$ cat config.mk
export PLATFORM = sky130hd
export DESIGN_NAME = sd_cmd_engine
export DESIGN_NICKNAME = d
export VERILOG_FILES = /design/src/rtl/sd_cmd_engine.sv
export SDC_FILE = /design/constraint.sdc
export NUM_CORES = 1
export LEC_CHECK = 0
export ABC_AREA = 1
export BUFFER_PORTS_ARGS = -buffer_cell sky130_fd_sc_hd__buf_2
export CAP_MARGIN = 10
export CORE_MARGIN = 5
export CORE_UTILIZATION = 62
export CTS_CLUSTER_SIZE = 40
export DETAILED_ROUTE_END_ITERATION = 10
export PLACE_DENSITY = 0.77
export SLEW_MARGIN = 10
export SYNTH_ARGS = -nofsm -noshare
export SYNTH_HDL_FRONTEND = slang
export SYNTH_SLANG_ARGS = --single-unit
$ cat constraint.sdc
create_clock -name clk -period 3.3 [get_ports clk]
set_clock_uncertainty 0.15 [all_clocks]
set_input_delay 0.66 -clock clk [delete_from_list [all_inputs] [get_ports clk]]
set_output_delay 0.66 -clock clk [all_outputs]
set_load 0.02 [all_outputs]
$ cat src/rtl/sd_cmd_engine.sv
module sd_cmd_engine #(
  parameter logic [31:0] TOUT_RST = 32'd1024
) (
  input  logic        clk,
  input  logic        rst_n,
  input  logic        reg_wr,
  input  logic [2:0]  reg_addr,
  input  logic [31:0] reg_wdata,
  output logic [31:0] reg_rdata,
  output logic        cmd_out,
  output logic        cmd_oe,
  input  logic        cmd_in,
  input  logic        card_busy
);
  localparam int FRAME_BITS = 48;
  localparam int LONG_BITS  = 136;
  localparam logic [7:0] SHORT_TOP = 8'(FRAME_BITS - 2);
  localparam logic [7:0] LONG_TOP  = 8'(LONG_BITS - 2);
  localparam logic [7:0] LONG_CRC_TOP = 8'd127;
  localparam logic [10:0] CLR_MASK = 11'h7F8;

  typedef enum logic [2:0] {S_IDLE, S_TX, S_WAIT, S_RX, S_BUSY} st_t;

  st_t          st;
  logic [15:0]  cmd_q;
  logic [31:0]  arg_q, tout_q, tcnt;
  logic [10:0]  sts_q;
  logic [127:0] resp_q;
  logic [47:0]  tx_sh;
  logic [126:0] rx_sh;
  logic [7:0]   bcnt;
  logic [6:0]   crc_q;

  function automatic logic [6:0] crc_step(input logic [6:0] c, input logic b);
    logic fb;
    fb = c[6] ^ b;
    return {c[5:3], c[2] ^ fb, c[1:0], fb};
  endfunction

  function automatic logic [6:0] crc40(input logic [39:0] d);
    logic [6:0] c;
    c = '0;
    for (int i = 39; i >= 0; i--) c = crc_step(c, d[i]);
    return c;
  endfunction

  wire cmd_wr    = reg_wr && (reg_addr == 3'd0);
  wire start_req = cmd_wr && !cmd_q[15] && reg_wdata[15];
  wire refuse    = reg_wdata[9] && reg_wdata[11];
  wire [39:0] fr40 = {2'b01, reg_wdata[5:0], arg_q};
  wire [127:0] rx_full = {rx_sh, cmd_in};
  wire crc_win = (bcnt >= 8'd8) && (bcnt <= (cmd_q[9] ? LONG_CRC_TOP : SHORT_TOP));

  assign cmd_oe  = (st == S_TX);
  assign cmd_out = cmd_oe ? tx_sh[47] : 1'b1;

  always_comb begin
    case (reg_addr)
      3'd0:    reg_rdata = {16'b0, cmd_q};
      3'd1:    reg_rdata = arg_q;
      3'd2:    reg_rdata = tout_q;
      3'd3:    reg_rdata = {21'b0, sts_q};
      3'd4:    reg_rdata = resp_q[31:0];
      3'd5:    reg_rdata = resp_q[63:32];
      3'd6:    reg_rdata = resp_q[95:64];
      default: reg_rdata = resp_q[127:96];
    endcase
  end

  always_ff @(posedge clk or negedge rst_n) begin
    if (!rst_n) begin
      st     <= S_IDLE;
      cmd_q  <= '0;
      arg_q  <= '0;
      tout_q <= TOUT_RST;
      tcnt   <= '0;
      sts_q  <= '0;
      resp_q <= '0;
      tx_sh  <= '1;
      rx_sh  <= '0;
      bcnt   <= '0;
      crc_q  <= '0;
    end else begin
      if (reg_wr && reg_addr == 3'd1) arg_q  <= reg_wdata;
      if (reg_wr && reg_addr == 3'd2) tout_q <= reg_wdata;
      if (reg_wr && reg_addr == 3'd3) sts_q  <= sts_q & ~(reg_wdata[10:0] & CLR_MASK);
      if (cmd_wr && !cmd_q[15]) begin
        if (!reg_wdata[15])  cmd_q[13:0] <= reg_wdata[13:0];
        else if (refuse)     cmd_q <= {2'b01, reg_wdata[13:0]};
        else                 cmd_q <= {2'b10, reg_wdata[13:0]};
      end

      case (st)
        S_IDLE: if (start_req && !refuse) begin
          st    <= S_TX;
          tx_sh <= {fr40, crc40(fr40), 1'b1};
          bcnt  <= 8'(FRAME_BITS - 1);
        end
        S_TX: begin
          tx_sh <= {tx_sh[46:0], 1'b1};
          if (bcnt == 8'd0) begin
            tcnt <= tout_q;
            if (!cmd_q[10])      st <= S_WAIT;
            else if (cmd_q[11])  st <= S_BUSY;
            else begin
              st        <= S_IDLE;
              cmd_q[15] <= 1'b0;
            end
          end else bcnt <= bcnt - 8'd1;
        end
        S_WAIT: begin
          if (!cmd_in) begin
            st    <= S_RX;
            bcnt  <= cmd_q[9] ? LONG_TOP : SHORT_TOP;
            crc_q <= '0;
          end else if (tcnt == 32'd0) begin
            st        <= S_IDLE;
            cmd_q[15] <= 1'b0;
            cmd_q[14] <= 1'b1;
            sts_q[6]  <= 1'b1;
          end else tcnt <= tcnt - 32'd1;
        end
        S_RX: begin
          rx_sh <= rx_full[126:0];
          if (crc_win) crc_q <= crc_step(crc_q, cmd_in);
          if (bcnt == 8'd0) begin
            resp_q <= cmd_q[9] ? rx_full : {96'b0, rx_full[39:8]};
            tcnt   <= tout_q;
            if (crc_q != rx_sh[6:0]) begin
              st        <= S_IDLE;
              cmd_q[15] <= 1'b0;
              cmd_q[14] <= 1'b1;
              sts_q[4]  <= 1'b1;
            end else if (cmd_q[11]) st <= S_BUSY;
            else begin
              st        <= S_IDLE;
              cmd_q[15] <= 1'b0;
            end
          end else bcnt <= bcnt - 8'd1;
        end
        S_BUSY: begin
          if (!card_busy) begin
            st        <= S_IDLE;
            cmd_q[15] <= 1'b0;
            sts_q[10] <= 1'b1;
          end else if (tcnt == 32'd0) begin
            st        <= S_IDLE;
            cmd_q[15] <= 1'b0;
            cmd_q[14] <= 1'b1;
            sts_q[6]  <= 1'b1;
          end else tcnt <= tcnt - 32'd1;
        end
        default: st <= S_IDLE;
      endcase
    end
  end

  assert_drive_only_live_R2: assert property (@(posedge clk) disable iff (!rst_n)
    cmd_oe |-> cmd_q[15]);
  assert_write_ignored_R9: assert property (@(posedge clk) disable iff (!rst_n)
    (cmd_wr && cmd_q[15]) |=> (cmd_q[13:0] == $past(cmd_q[13:0])));
  assert_no_long_busy_sent_R8: assert property (@(posedge clk) disable iff (!rst_n)
    cmd_oe |-> !(cmd_q[9] && cmd_q[11]));
  assert_crc_fail_R5: assert property (@(posedge clk) disable iff (!rst_n)
    $rose(sts_q[4]) |-> (cmd_q[14] && !cmd_q[15]));
  assert_timeout_fail_R4: assert property (@(posedge clk) disable iff (!rst_n)
    $rose(sts_q[6]) |-> (cmd_q[14] && !cmd_q[15]));
  assert_busy_end_R7: assert property (@(posedge clk) disable iff (!rst_n)
    $rose(sts_q[10]) |-> (cmd_q[11] && !cmd_q[15] && !card_busy));
endmodule

==> Word level (Yosys, flattened, before mapping) <==
Index checks and enable logic that the tools add are counted.
W data, S select, Z words.
{ "totals": {"out_inout_bits": 34, "elab_cells": 193, "reg_bits": 444, "input_bits": 40} }
{ "classes": {"mux": 55, "magnitude_cmp": 2, "bitwise": 75, "addsub": 2, "n_eq_ne": 20, "reduce_logical": 26} }
{ "ops": {"columns": ["cell", "n"], "rows": [
  ["$pmux W32 S7", 1],
  ["$mux W128", 1],
  ["$mux W32", 4],
  ["$pmux W32 S3", 1],
  ["$pmux W48 S2", 1],
  ["$xor A1 B1 Y1", 71],
  ["$mux W48", 1],
  ["$logic_not A32 Y1", 1],
  ["$mux W16", 2],
  ["$mux W8", 4],
  ["$sub A32 B1 Y32 const B", 1],
  ["$mux W3", 9],
  ["$pmux W8 S3", 1],
  ["$mux W7", 3],
  ["$mux W1", 16],
  ["$pmux W3 S5", 1],
  ["$mux W14", 1],
  ["$ne A2 B2 Y1 const B", 7],
  ["$pmux W7 S2", 1],
  ["$eq A3 B2 Y1 const B", 4],
  ["$eq A3 B3 Y1 const B", 4],
  ["$and A11 B11 Y11", 1],
  ["$mux W11", 1],
  ["$not A11 Y11", 1],
  ["21 further kinds", 42]
]} }

==> Longest topological paths before layout <==
Gate-level depths: netlist of the first run.
{ "logic_depth": {"depth_word": 20, "depth_mapped": 27, "mapped_depth_nobuf": 27} }

==> Worst setup path before layout of the first run <==
Ideal clock, no wire load.
{ "synth_path": {"path_type": "input to output", "start": "input reg_addr[1]", "end": "output reg_rdata[16]", "slack_ns": 0.103, "t_arrival_ns": 2.387, "required_time_ns": 2.490, "cell_stages": 8, "path_cell_list": "buf_2 inv_1 nor2_1 nand2_1 clkinv_1 clkbuf_1 a221oi_1 a31oi_1"} }
{ "synth_via": {"elab_chain_len": 2, "elab_cells_between_ends": 8} }
{ "synth_rtl": {"columns": ["item", "line_no", "text"], "rows": [
  ["start, declared", "7", "input logic [2:0] reg_addr,"],
  ["$eq A3 B3 Y1 (tied with other cells)", "58", "case (reg_addr)"],
  ["$pmux W32 S7 (*)", "58", null],
  ["end, declared", "9", "output logic [31:0] reg_rdata,"]
]} }
Every way passes the cells marked *; elsewhere a longest branch is shown, timed or not.

==> Worst setup path in the final report of the first run <==
{ "layout_path": {"start": "input reg_addr[0]", "end": "output reg_rdata[2]"} }
Same word-level chain as after synthesis.

==> summary.md, run 1 <==
| Metric | Value |
|---|---|
| Vias in the first global route | roughly 18000 |
| Met3 routed WL | between 6000 and 7000 microns |
| Critical Path Fanout Max | 14 |
| DP Area | between 0.02 and 0.025 sq mm |
| Worst stage delay on the critical path | 0.68 ns |
| Synthesized area | around 0.021 sq mm |
| Synth Area in Simple Gates | between 20% and 30% |
| Die W | approximately 190 microns |
| Setup Viol. Count Final | 2 |
| Sequential power share | 39.9% |
| Hpwl dp | 45040 microns |
| RD Place Congestion | between 1 and 1.5 |
| DIE HEIGHT | slightly below 200 microns |
| Crit-path cells | buf_2 -> buf_4 -> nor2_1 -> nand2_1 -> inv_1 -> a221oi_1 -> a41oi_1 -> buf_2 |
| Mux contribution to synthesized area | between 1 and 1.5% |
| Die Area | 0.03760 sq mm |
| CP Class | primary input to primary output |
| Primary FF master, synth | dfrtp_1 |
| Top area cells in the synthesized netlist | dfrtp_1, nand2_1, o21ai_0 |
| Residual DRC | 0 |
| Crit path DAT | around 2.6 ns |
| Max-cap violation count | 0 |
| Fraction of layout cells with a size suffix above 1 | 13.23% |
| Synth Area in Compound Gates | roughly 17% |
| Post-synthesis adder-cell area fraction | 0.2984% |
| Tmin final | 3.426 ns |
| Pins Over Slew Limit | 0 |
| Area share of the leading cell type in the synthesized netlist | between 40% and 50% |
| Worst-Margin Slew | approximately 0.73 ns |
| Placed insts | about 2900 |
| Largest family of logic cells by synthesized area | simple AND/OR/NAND/NOR gates |
| Core Region | around 0.033 sq mm |
| Post-route ant nets | 0 |
| Placement Rows | 67 |
| Initial antenna violation count | 1 |
| Largest net degree at the start of global routing | 139 |
| Max-slew headroom | about half |
| Synthesized Nets | 2549 |
| Failing checks | setup timing |
| Post-synthesis cell count | 2504 |
| Ports | 74 |
| Crit path launch type | primary input |
| Cell Pwr Density | 760.7 mW/mm^2 |
| TritonCTS Sinks | 440 |
| TritonCTS clock tree | built |
| CP max stage cell | a221oi_1 |
| Top Layer Used | met4 |
| Share of power burned in the clock network | a little under 30% |
| Routed length per placed instance | roughly 21 microns |
| Starting DRC count in detailed routing | about 2200 |
| Dominant cell type by area after synthesis | dfrtp_1 |
| Sw Share | 37.93% |
| P&R area growth vs syn | 12.51% |
| Worst path most repeated cell | buf_2 |
| Wire length on met2 | a little under 30000 microns |
| Final WL | about 64000 microns |
| Worst setup EP type | primary output |
| Post-synth EDFFs | 0 |
| Final Cell Area | roughly 0.024 sq mm |
| Worst-skew pair later-pin latency | a little under 0.6 ns |
| Cell chosen for the clock root | clkbuf_16 |
| Post-Syn Area per Cell | 8.373 sq um |
| Via density | between 6 and 7 |
| Worst hold path class | primary input to flop |
| #FFs+latches synth | 440 |
| VDD IR max | around 0.00046 V |
| Total track usage | 33.46% |
| Distinct cells, synth | 59 |
| Clock buffer depth | 3 |
| Clock transition at path regs | roughly 0.06 ns |
| Post-synthesis async set-or-reset flop share | 100.0% |
| Critical path data required time | between 2 and 2.5 ns |
| Internal | about 11 mW |
| Seq/Total Area, Yosys | 52.80% |
| Status | complete, but fails checks |
| Logic gate share of total power | 31.2% |
| Num CTS Buffers | 45 |
| DR vias | ~19000 |
| Synth warnings | 0 |
| Met1 wire length | 24710 microns |
| Fin. Hold Viols | 0 |
| Initial core utilization | between 60% and 70% |
| Sum Neg Setup Slack | -0.1720 ns |
| H-tree levels | 2 |
| Final Core Density | a little over two thirds |
| Fmax | just under 300 MHz |
| Detailed-router iteration count before antenna repair | 7 |
| Sw Pwr | about 7 mW |
| RSZ-0062 raised after global routing | yes |
| Nets@finish | roughly 2600 |
| Finished Layout Cells | between 3000 and 4000 |
| P_leak | 11.44 nW |
| First-pass GRT wire length | 100200 microns |
| Grt total ovfl | 0 |
| Final setup margin | -0.1265 ns |
| Port-buffer cells | 73 |
| Fin crit share | 103.8% |
| Xor-xnor portion of the synthesized cell area | between 1 and 1.5% |
## critical path, delay by kind of cell
family	cells	cell delay, ns
AOI/OAI and AO/OA	2	0.98
buffers and inverters	4	0.80
and+or+nand+nor	2	0.17
## final timing paths
path | endpoint | cells after the start | slack, ns | from
min reg2reg | tx_sh[4] | 2 | 0.32 | tx_sh[4]
max reg2reg | tcnt[3] | 15 | 0.28 | bcnt[0]
min in group asynchronous | tcnt[17] | 2 | 0.58 | rst_n
min | sts_q[10] | 2 | 0.19 | card_busy
max in group asynchronous | tout_q[10] | 3 | 1.51 | rst_n
max | reg_rdata[2] | 8 | -0.13 | reg_addr[0]
## power by group through the flow
| stage | clock network [mW] | registers (mW) | logic, mW |
|---|---|---|---|
| final | 5.20 | 7.15 | 5.59 |
| after global routing | 5.46 | 7.21 | 6.25 |
| after CTS | 5.24 | 7.09 | 5.55 |
| after detailed placement | 0 | 7.17 | 5.51 |
| after global placement | 0 | 7.15 | 5.32 |
| after floorplan | 0 | 6.84 | 4.07 |
## synth_stat cells, types with 5 or more instances
cell type and instances:
nand2_1 727, dfrtp_1 392, o21ai_0 260, inv_1 222, nand3_1 129, clkbuf_1 125, nor2_1 119, o31ai_1 99
a21oi_1 54, dfstp_2 48, a221oi_1 46, nand2_2 33, o22ai_1 32, nand4_1 26, mux2i_1 24, a31oi_1 22
xor2_1 15, inv_2 14, buf_2 10, nor3_1 9, xnor2_1 9, o211ai_1 7, a21boi_0 6, o2111ai_1 6
buf_1 5, ha_1 5, o221ai_1 5
## area by class of cell
class,instances,area (sq um)
Inverter,240,909.6
Multi-Input combinational cell,1683,8506
Tap cell,448,560.5
Clock inverter,15,160.2
Clock buffer,68,1343
Timing Repair Buffer,139,1036
Antenna cell,1,2.502
Sequential cell,440,11070
Fill cell,2566,9859
## logic make-up after synthesis
family                     count (synthesis)
xor gates and xnor gates                  26
and+or+nand+nor                         1063
buffers and inverters                    381
muxes                                     25
AOI/OAI and AO/OA                        564
adders and majority gates                  5
DFF                                      440
## state kept, by name, indices dropped and copies added (netlist names)
name    count
resp_q    128
rx_sh     127
tx_sh      47
arg_q      32
tcnt       32
tout_q     32
cmd_q      16
bcnt        8
sts_q       8
crc_q       7
st          3
## layer usage
metal / GRT usage, % / vias to the layer above
li1: - / 8449
met1: 43.81 / 8968
met2: 51.63 / 966
met3: 9.939 / 231
met4: 16.12 / 0
met5: 0.3831 / -
## through the flow
stage / total power, mW / setup WS [ns] / hold WS, ns
after floorplan: 10.91 / 0.1026 / 0.2144
after global placement: 12.48 / 0.09354 / 0.3032
after detailed placement: 12.68 / 0.02277 / 0.3082
after CTS: 17.88 / 0.01617 / 0.1779
after global routing: 18.91 / -0.07113 / 0.1911
final: 17.94 / -0.1265 / 0.1871
## cells in the final DEF (no fill, tap or decap), drive strengths merged, types with 55 or more instances in the layout
master / Yosys / final
a21oi: 55 / 55
buf: 16 / 138
clkbuf: 125 / 68
dfrtp: 392 / 392
inv: 237 / 238
nand2: 761 / 761
nand3: 132 / 132
nor2: 124 / 124
o21ai: 266 / 266
o31ai: 99 / 99
## timing repair
item	4_1_cts	5_1_grt
endpoints found under the setup margin	0	10
gates resized for setup	0	6
setup buffers	0	0
endpoints found under the hold margin	23	0
hold buffers	1	0
Note: power is estimated with default switching activity, not from simulation.
==> inputs of run 2 (changes only) <==
--- a/config.mk
+++ b/config.mk
@@ -6,13 +6,15 @@
 export NUM_CORES = 1
 export LEC_CHECK = 0
 export ABC_AREA = 1
+export ABC_CLOCK_PERIOD_IN_PS = 3300
 export BUFFER_PORTS_ARGS = -buffer_cell sky130_fd_sc_hd__buf_2
 export CAP_MARGIN = 10
 export CORE_MARGIN = 5
-export CORE_UTILIZATION = 62
+export CORE_UTILIZATION = 45
 export CTS_CLUSTER_SIZE = 40
 export DETAILED_ROUTE_END_ITERATION = 10
-export PLACE_DENSITY = 0.77
+export PLACE_DENSITY = 0.58
+export SKIP_LAST_GASP = 1
 export SLEW_MARGIN = 10
 export SYNTH_ARGS = -nofsm -noshare
 export SYNTH_HDL_FRONTEND = slang
==> run 2 against run 1 <==
Compared with the run above:
- the run still ends with setup timing left
- worst setup slack gained 0.11 ns
- sequential power is essentially flat
- critical endpoint is now reg_rdata[12]
- sequential cell count is the same
- highest routed layer unchanged
==> summary.md, run 2 (synthesis results as in run 1) <==
| Metric | Value |
|---|---|
| Status | complete, but fails checks |
| Failing checks | setup timing |
| Ports | 74 |
| Final WL | around 68000 microns |
| Placement Rows | between 70 and 80 |
| Worst hold path class | primary input to flop |
| Crit path launch type | primary input |
| Port-buffer cells | 73 |
| Reg-to-Reg Start | tcnt[0] |
| Worst-Margin Slew | ~0.98 ns |
| Crit path DAT | approximately 2.5 ns |
| Sum Neg Setup Slack | -0.01619 ns |
| Fin crit share | 100.5% |
| TritonCTS clock tree | built |
| Detailed-router iteration count before antenna repair | 7 |
| Most common cell after layout, fill and taps aside | nand2_1 |
| TritonCTS Sinks | 440 |
| Largest registers | resp_q x128, rx_sh x127, tx_sh x47 |
| Ant diodes | 0 |
| Max reg flops | roughly 130 |
| Worst Setup EP | reg_rdata[12] |
| Number of fill cells | between 4000 and 5000 |
| Initial core utilization | about 45% |
| R2r setup slk | 0.30 ns |
| Cell chosen for the clock root | clkbuf_16 |
| H-tree levels | 2 |
| Max-cap violation count | 0 |
| RD Place Congestion | 0.9510 |
| DP Area | approximately 0.022 sq mm |
| DR vias | 18150 |
| DIE HEIGHT | roughly 230 microns |
| Num CTS Buffers | approximately 50 |
| Total track usage | a little over a quarter |
| Largest net degree at the start of global routing | between 80 and 90 |
| Critical path data required time | 2.49 ns |
| Initial antenna violation count | 0 |
| Fraction of layout cells with a size suffix above 1 | 13.73% |
| Hpwl dp | approximately 49000 microns |
| Final Cell Area | ~0.024 sq mm |
| Most frequent cells in the layout | nand2_1, dfrtp_1, o21ai_0 |
| Multi-input combinational cell area | 0.008507 sq mm |
| Tmin final | about 3.3 ns |
| Clock transition at path regs | approximately 0.06 ns |
| Nets@finish | approximately 2600 |
| Grt total ovfl | 0 |
| CP startpoint | reg_addr[1] |
| R2r endpoint | cmd_q[15] |
| Clock buffer depth | 3 |
| Starting DRC count in detailed routing | ~1700 |
| Residual DRC | 0 |
| CP Class | primary input to primary output |
| Die W | 225.9 microns |
| P&R area growth vs syn | 14.65% |
| Die Area | 0.05101 sq mm |
| Post-route ant nets | 0 |
| Sequential cell area | 0.01107 sq mm |
| Most flop-heavy register | resp_q |
| Setup Viol. Count Final | 1 |
| Pre-CTS setup slack | about 0.010 ns |
| Max-slew headroom | between 30% and 40% |
| P_leak | 11.56 nW |
| VDD IR max | 0.0004402 V |
| Setup repair bufs after CTS | 0 |
| Core Region | 0.04636 sq mm |
| Cell Pwr Density | roughly 760 mW/mm^2 |
| Worst-skew pair later-pin latency | 0.60 ns |
| Via density | 5.648 |
| Routed length per placed instance | 21.31 microns |
| Fin. Hold Viols | 0 |
| Worst setup EP type | primary output |
| RSZ-0062 raised after global routing | yes |
| Vias in the first global route | approximately 18000 |
| First-pass GRT wire length | around 110000 microns |
| Worst Reg-to-Reg Cells | 17 |
| Final setup margin | -0.01619 ns |
| Critical Path Fanout Max | 19 |
| Fmax | approximately 300 MHz |
| Pins Over Slew Limit | 0 |
[run 2: cell count changes in the layout (fill, tap and decap cells not counted), sizes merged]
cell,before,now
clkinvlp,2,3
buf,138,155
diode,1,0
clkbuf,68,76
inv,238,237
clkinv,12,9
[run 2: stage by stage]
stage / hold slack [ns] / util (%) / power, mW / cells
floorplan: 0.2144 / - / 10.91 / 2504
global placement: 0.3047 / 48.28 / 12.78 / 3125
detailed placement: 0.3083 / 48.28 / 12.87 / 3125
CTS: 0.1537 / 51.80 / 18.46 / 3214
global route: 0.1576 / 51.85 / 19.47 / 3214
finish: 0.1674 / 51.85 / 18.38 / 3214
[run 2: how the worst min path moves through the flow]
stage | from | to | slack (ns) | depth (start not counted)
floorplan | rst_n | arg_q[0] | 0.21 | 0
global placement | rx_sh[115] | rx_sh[115] | 0.30 | 2
detailed placement | rx_sh[89] | rx_sh[89] | 0.31 | 2
CTS | card_busy | sts_q[10] | 0.15 | 2
global route | card_busy | sts_q[10] | 0.16 | 2
finish | card_busy | sts_q[10] | 0.17 | 2
[run 2: metal layers]
| metal | share of wire (%) | global-route usage, % |
|---|---|---|
| met2 | 45 | 41.64 |
| met1 | 44 | 37.96 |
| met3 | 7.4 | 5.551 |
| met5 | 0 | 0 |
| met4 | 3.3 | 9.039 |
[run 2: timing repair]
action                     CTS  global route
hold buffers                 1             0
resized for setup            1             5
hold endpoints to repair    59             0
pin swaps                    0             0
setup endpoints to repair    1             8
[run 2: worst max-delay path, cell delays in order]
cell	delay [ns]
buf_2	0.21
inv_1	0.10
nor2_2	0.15
buf_4	0.26
nand2_1	0.15
o221ai_1	0.23
a221oi_1	0.13
buf_4	0.19
a31oi_1	0.19
buf_2	0.21
[run 2: area by class of cell]
cell class	instances	area share (%)
clock buffer	76	6.069
clock inverter	12	0.6558
inverter	240	3.774
multi-input combinational	1683	35.39
sequential	440	46.06
tap	607	3.159
timing repair buffer	156	4.893
[run 2: where the power goes]
| group | internal [mW] | leakage, nW | switching (mW) |
|---|---|---|---|
| sequential | 6.33 | 5.79 | 0.827 |
| clock | 3.27 | 0.782 | 2.25 |
| combinational | 1.81 | 4.99 | 3.88 |
| total | 11.4 | 11.6 | 6.96 |
